--- config.mk ---
export PLATFORM = sky130hd
export DESIGN_NAME = mdio_mgmt
export DESIGN_NICKNAME = d
export VERILOG_FILES = /design/src/rtl/mdio_mgmt.sv
export SDC_FILE = /design/constraint.sdc
export NUM_CORES = 1
export LEC_CHECK = 0
export BUFFER_PORTS_ARGS = -buffer_cell sky130_fd_sc_hd__buf_2
export CORE_ASPECT_RATIO = 0.8
export CORE_UTILIZATION = 35
export DETAILED_ROUTE_END_ITERATION = 8
export GPL_ROUTABILITY_DRIVEN = 1
export PLACE_DENSITY = 0.61
export SETUP_SLACK_MARGIN = 0.4
export SYNTH_ARGS = -nofsm -noshare
export SYNTH_HDL_FRONTEND = slang
export SYNTH_SLANG_ARGS = --single-unit
export TNS_END_PERCENT = 20
--- constraint.sdc ---
create_clock -name clk -period 3.5 [get_ports clk]
set_input_delay 0.35 -clock clk [delete_from_list [all_inputs] [get_ports clk]]
set_output_delay 0.35 -clock clk [all_outputs]
set_load 0.02 [all_outputs]
--- src/rtl/mdio_mgmt.sv ---
module mdio_mgmt #(
  parameter int DIV_W    = 8,
  parameter int LINK_BIT = 2,
  parameter logic [4:0] SCAN_REG = 5'd1
) (
  input  logic        clk,
  input  logic        rst_n,
  input  logic [2:0]  reg_sel,
  input  logic        reg_we,
  input  logic [31:0] reg_wdata,
  output logic [31:0] reg_rdata,
  output logic        mdc,
  output logic        mdio_out,
  output logic        mdio_oe,
  input  logic        mdio_in
);

  localparam logic [2:0] SEL_MODE = 3'd0;
  localparam logic [2:0] SEL_CMD  = 3'd1;
  localparam logic [2:0] SEL_ADDR = 3'd2;
  localparam logic [2:0] SEL_WDAT = 3'd3;
  localparam logic [2:0] SEL_RDAT = 3'd4;
  localparam logic [2:0] SEL_STAT = 3'd5;
  localparam int NOPRE_BIT = DIV_W;
  localparam logic [5:0] LAST_POS = 6'd63;

  typedef enum logic [1:0] {OP_WR, OP_RD, OP_SCAN} op_e;

  logic [DIV_W-1:0] div_q, div_eff, half, hcnt_q;
  logic             nopre_q;
  logic [2:0]       cmd_q;
  logic [4:0]       phy_q, rad_q;
  logic [15:0]      wdat_q, rdat_q, shift_q;
  logic             link_fail_q, invalid_q, busy_q;
  op_e              op_q, new_op;
  logic [31:0]      frame_q, new_frame, scan_frame;
  logic [5:0]       pos_q, start_pos;
  logic             tick, reading, start_req;
  logic             unused_hi;

  function automatic logic [31:0] make_frame(input logic wr, input logic [4:0] pa,
                                             input logic [4:0] ra, input logic [15:0] d);
    make_frame = wr ? {2'b01, 2'b01, pa, ra, 2'b10, d}
                    : {2'b01, 2'b10, pa, ra, 2'b11, 16'hFFFF};
  endfunction

  // returns {oe, out} for bit position p of a frame
  function automatic logic [1:0] drive_at(input logic [5:0] p, input logic [31:0] f,
                                          input logic rd);
    logic [4:0] k;
    k = p[4:0];
    if (!p[5]) return 2'b11;
    if (rd && k >= 5'd14) return 2'b01;
    return {1'b1, f[5'd31 - k]};
  endfunction

  assign unused_hi  = ^reg_wdata[31:16];
  assign div_eff    = (div_q == '0) ? DIV_W'(2) : div_q;
  assign half       = div_eff >> 1;
  assign tick       = busy_q && (hcnt_q == half - 1'b1);
  assign reading    = (op_q != OP_WR);
  assign start_pos  = nopre_q ? 6'd32 : 6'd0;
  assign start_req  = reg_we && (reg_sel == SEL_CMD) && !busy_q && (|reg_wdata[2:0]);
  assign new_op     = reg_wdata[2] ? OP_WR : (reg_wdata[1] ? OP_RD : OP_SCAN);
  assign scan_frame = make_frame(1'b0, phy_q, SCAN_REG, 16'h0);
  assign new_frame  = (new_op == OP_SCAN) ? scan_frame
                                          : make_frame(new_op == OP_WR, phy_q, rad_q, wdat_q);

  always_ff @(posedge clk or negedge rst_n) begin
    if (!rst_n) begin
      div_q   <= '0;
      nopre_q <= 1'b0;
      cmd_q   <= '0;
      phy_q   <= '0;
      rad_q   <= '0;
      wdat_q  <= '0;
    end else if (reg_we) begin
      case (reg_sel)
        SEL_MODE: begin
          div_q   <= {reg_wdata[DIV_W-1:1], 1'b0};
          nopre_q <= reg_wdata[NOPRE_BIT];
        end
        SEL_CMD:  cmd_q  <= reg_wdata[2:0];
        SEL_ADDR: begin
          phy_q <= reg_wdata[4:0];
          rad_q <= reg_wdata[12:8];
        end
        SEL_WDAT: wdat_q <= reg_wdata[15:0];
        default: ;
      endcase
    end
  end

  always_ff @(posedge clk or negedge rst_n) begin
    if (!rst_n) begin
      busy_q      <= 1'b0;
      op_q        <= OP_WR;
      frame_q     <= '0;
      pos_q       <= '0;
      hcnt_q      <= '0;
      mdc         <= 1'b0;
      mdio_out    <= 1'b1;
      mdio_oe     <= 1'b0;
      shift_q     <= '0;
      rdat_q      <= '0;
      link_fail_q <= 1'b0;
      invalid_q   <= 1'b0;
    end else if (start_req) begin
      busy_q              <= 1'b1;
      op_q                <= new_op;
      frame_q             <= new_frame;
      pos_q               <= start_pos;
      {mdio_oe, mdio_out} <= drive_at(start_pos, new_frame, new_op != OP_WR);
      hcnt_q              <= '0;
      mdc                 <= 1'b0;
      if (new_op == OP_SCAN) invalid_q <= 1'b1;
    end else if (busy_q) begin
      if (!tick) begin
        hcnt_q <= hcnt_q + 1'b1;
      end else begin
        hcnt_q <= '0;
        if (!mdc) begin
          mdc <= 1'b1;
          if (reading && pos_q[5] && pos_q[4]) shift_q <= {shift_q[14:0], mdio_in};
        end else begin
          mdc <= 1'b0;
          if (pos_q != LAST_POS) begin
            pos_q               <= pos_q + 1'b1;
            {mdio_oe, mdio_out} <= drive_at(pos_q + 1'b1, frame_q, reading);
          end else begin
            if (reading) begin
              rdat_q    <= shift_q;
              invalid_q <= 1'b0;
            end
            if (op_q == OP_SCAN) link_fail_q <= ~shift_q[LINK_BIT];
            if (op_q == OP_SCAN && cmd_q[0]) begin
              frame_q             <= scan_frame;
              pos_q               <= start_pos;
              {mdio_oe, mdio_out} <= drive_at(start_pos, scan_frame, 1'b1);
            end else begin
              busy_q   <= 1'b0;
              mdio_oe  <= 1'b0;
              mdio_out <= 1'b1;
            end
          end
        end
      end
    end
  end

  always_comb begin
    reg_rdata = '0;
    case (reg_sel)
      SEL_MODE: begin
        reg_rdata[DIV_W-1:0] = div_q;
        reg_rdata[NOPRE_BIT] = nopre_q;
      end
      SEL_CMD:  reg_rdata[2:0]  = cmd_q;
      SEL_ADDR: begin
        reg_rdata[4:0]  = phy_q;
        reg_rdata[12:8] = rad_q;
      end
      SEL_WDAT: reg_rdata[15:0] = wdat_q;
      SEL_RDAT: reg_rdata[15:0] = rdat_q;
      SEL_STAT: reg_rdata[2:0]  = {invalid_q, busy_q, link_fail_q};
      default: ;
    endcase
  end


  mdc_idle_chk: assert property (@(posedge clk) disable iff (!rst_n)
    !busy_q |-> (!mdc && !mdio_oe));


  busy_start_chk: assert property (@(posedge clk) disable iff (!rst_n)
    $rose(busy_q) |-> $past(reg_we && reg_sel == SEL_CMD));


  busy_end_chk: assert property (@(posedge clk) disable iff (!rst_n)
    $fell(busy_q) |-> $fell(mdc));


  mdio_hold_chk: assert property (@(posedge clk) disable iff (!rst_n)
    (mdc && $past(mdc)) |-> ($stable(mdio_out) && $stable(mdio_oe)));


  invalid_scan_chk: assert property (@(posedge clk) disable iff (!rst_n)
    invalid_q |-> (busy_q && op_q == OP_SCAN));

endmodule

==> metrics.md <==
| Metric | Value |
|---|---|
| Buf+Inv Stages, Crit Path | `2` |
| Met2 Usage GRT | `0.255` |
| Initial antenna violation count | `0` |
| Kind of critical path | `flip-flop to flip-flop` |
| Met1 GRT Util | `0.237` |
| Cells taking the most area after synthesis | `dfrtp_1 (50%), mux2_2 (16%), o31a_1 (2.3%), nand2_1 (2.3%), mux4_2 (2.3%)` |
| Crit path max-delay family | `simple AND/OR/NAND/NOR gates` |
| Top FF cell, synth | `dfrtp_1` |
| CTS Buffer Depth | `2` |
| Sequential element share of the synthesized area | `0.502` |
| Slew @ Worst Pin | `1010 ps` |
| Crit-path cells | `nor4_4 > a21oi_2 > ha_1 > xnor2_1 > nor3_1 > nand3_1 > a211oi_4 > buf_6 > nand3_4 > nor3_4 > buf_12 > mux2_2` |
| CP max FO | `17` |
| Yosys warns | `0` |
| Most frequent cells in the layout | `dfrtp_1 (118), mux2_2 (83), buf_2 (40), nand2_1 (37), nor2_1 (27)` |
| Setup TNS | `0 ps` |
| Boundary Pins | `74` |
| Clk sink count | `120` |
| Total Routed Length | `13900 µm` |
| # rows | `42` |
| First-pass GRT wire length | `22700 µm` |
| Setup crit start kind | `flip-flop` |
| Placed wire-length estimate | `9820 µm` |
| Fmax | `0.341 GHz` |
| GPL Wtd Cong | `0.790` |
| CTS root buffer | `clkbuf_16` |
| Crit path DAT | `3230 ps` |
| Biggest area consumer among synthesized cells | `dfrtp_1` |
| Busiest grt layer | `met2` |
| Routed vias/inst | `5.25` |
| Pin count of the biggest net entering global routing | `71` |
| Layout Skew | `8.87 ps` |
| Crit-path max cell delay | `440 ps` |
| Clock transition at path regs | `50 ps` |
| Share of cells above drive strength 1 | `0.336` |
| Hold Path Class | `input port to asynchronous set/reset pin` |
| GR Util All Layers | `0.169` |
| Yosys top cell area share | `0.498` |
| N_diodes | `0` |
| Routed WL per cell | `17.3 µm` |
| Final Hold Fails | `0` |
| RSZ-0062 raised after global routing | `false` |
| Drc violations | `0` |
| Mapped Area | `5980 µm²` |
| Drt initial violations | `321` |
| CTS tree | `built` |
| CTS Buf Count | `17` |
| Leak pwr | `0.00315 µW` |
| Tcrit/Tclk final | `0.837` |
| Via count | `4225` |
| Final setup viols | `0` |
| Clk_lat worst skew | `420 ps` |
| Post-synthesis cell count | `512` |
| PD cells | `716 nW/µm²` |
| Buffers on Ports | `41` |
| Drt first pass iters | `4` |
| Vias in the first global route | `4161` |
| GR Layer Usage met3 | `0.0471` |
| Core area | `16600 µm²` |
| Post-synth EDFFs | `0` |
| Hold buffer count at CTS | `0` |
| CP Data Required Time | `3800 ps` |
| Chip Width | `148 µm` |
| Worst-case vdd ir drop | `0.000443 V` |
| Most common cell after layout, fill and taps aside | `dfrtp_1` |
| Slew HR | `0.326` |
| Setup crit end kind | `flip-flop` |
| Crit-path slowest cell | `dfrtp_2` |
| # nets final | `613` |
| Synth cell types | `55` |
| Syn Area/Cell | `11.7 µm²` |
| Flops & latches, synth | `120` |
| Area delta synth->final | `19.6%` |
| Vert. Die Dim | `119 µm` |
| Pins over their slew limit | `0` |
| Htree depth | `4` |
| GRT overflow | `0` |
| Fin worst setup slack | `570 ps` |
| Flop-to-flop setup slack | `570 ps` |
| Post-synth ARST share | `1.00` |
| Status | `complete, no violations` |
| Final ANT Viol Nets | `0` |
| Die area | `17600 µm²` |
| Crit path time final | `2930 ps` |
| Initial Utilization | `0.360` |
| Pre-CTS WS | `232 ps` |
| Max_cap viols | `0` |
## synth_stat cells, types with 8 or more instances
cell,number
a21oi_1,12
o31a_1,16
nor2_1,28
o21ai_0,19
nor3_1,10
dfrtp_1,119
nand2_1,37
mux2i_1,9
a32o_1,8
nand3b_1,17
xor2_1,11
nand3_1,17
clkbuf_1,16
mux2_2,83
buf_4,16
xnor2_1,10
## routing by layer
metal | routed length, µm | up-vias
li1 | - | 1959
met1 | 6810 | 2166
met2 | 6350 | 89
met3 | 646 | 11
met4 | 92 | 0
met5 | 0 | -
## cell families after synthesis
| family | count (synthesis) | synth area share |
|---|---|---|
| adder cells (fa/ha/maj) | 3 | 0.00628 |
| AND/OR/NAND/NOR | 144 | 0.128 |
| other | 1 | 0.000627 |
| AO/OA/AOI/OAI | 80 | 0.0977 |
| multiplexers | 98 | 0.194 |
| XOR/XNOR | 21 | 0.0308 |
| flip-flops | 120 | 0.502 |
| buffers and inverters | 45 | 0.0400 |
## state kept, by name (all words and copies together), names as in the netlist, 5 cells and up
signal / count
shift_q: 16
rad_q: 5
div_q: 7
hcnt_q: 8
wdat_q: 16
pos_q: 6
frame_q: 29
phy_q: 5
rdat_q: 16
## final cells by class
type	count	area [µm²]
tap	220	275
timing repair buffer	64	397
inverter	6	22.5
fill	1584	9460
clock buffer	24	482
clock inverter	8	143
multi-input combinational	362	2830
sequential	120	3010
## report_power, final
| group | internal, µW | switching [µW] | total [µW] |
|---|---|---|---|
| clock | 1240 | 605 | 1850 |
| sequential | 1670 | 279 | 1950 |
| combinational | 669 | 652 | 1320 |
## what timing repair did
action | CTS | global route
buffers inserted | 2 | 5
hold endpoints to repair | 0 | 0
gates resized for setup | 2 | 6
pin swaps | 1 | 4
endpoints found under the setup margin | 26 | 26
## final timing paths
check                                  from           to  depth (start not counted)
worst max-delay path               div_q[4]    rdat_q[9]                         12
worst min-delay path                  rst_n      mdio_oe                          1
worst max register to register     div_q[4]    rdat_q[9]                         12
worst min register to register  frame_q[18]  frame_q[18]                          1
max in group asynchronous             rst_n  frame_q[11]                          2
min in group clk                    mdio_in   shift_q[0]                          2
## worst reg2reg max path, stage by stage, from the launching register on
cell and delay, ps:
dfrtp_2 440, nor4_4 320, a21oi_2 100, ha_1 320, xnor2_1 130, nor3_1 130
nand3_1 140, a211oi_4 230, buf_6 160, nand3_4 130, nor3_4 190, buf_12 190
mux2_2 360
## metrics by stage
step | std cells | utilization | total power (µW) | hold WS [ps] | cell area (µm²)
floorplan | 527 | - | 2870 | 54.4 | 6040
global placement | 765 | 0.388 | 3210 | 476 | 6430
detailed placement | 765 | 0.388 | 3250 | 482 | 6430
CTS | 799 | 0.427 | 5130 | 97.7 | 7090
global route | 804 | 0.431 | 5380 | 115 | 7150
finish | 804 | 0.431 | 5120 | 47.5 | 7150
No activity file was read; power rests on OpenSTA's default activity.
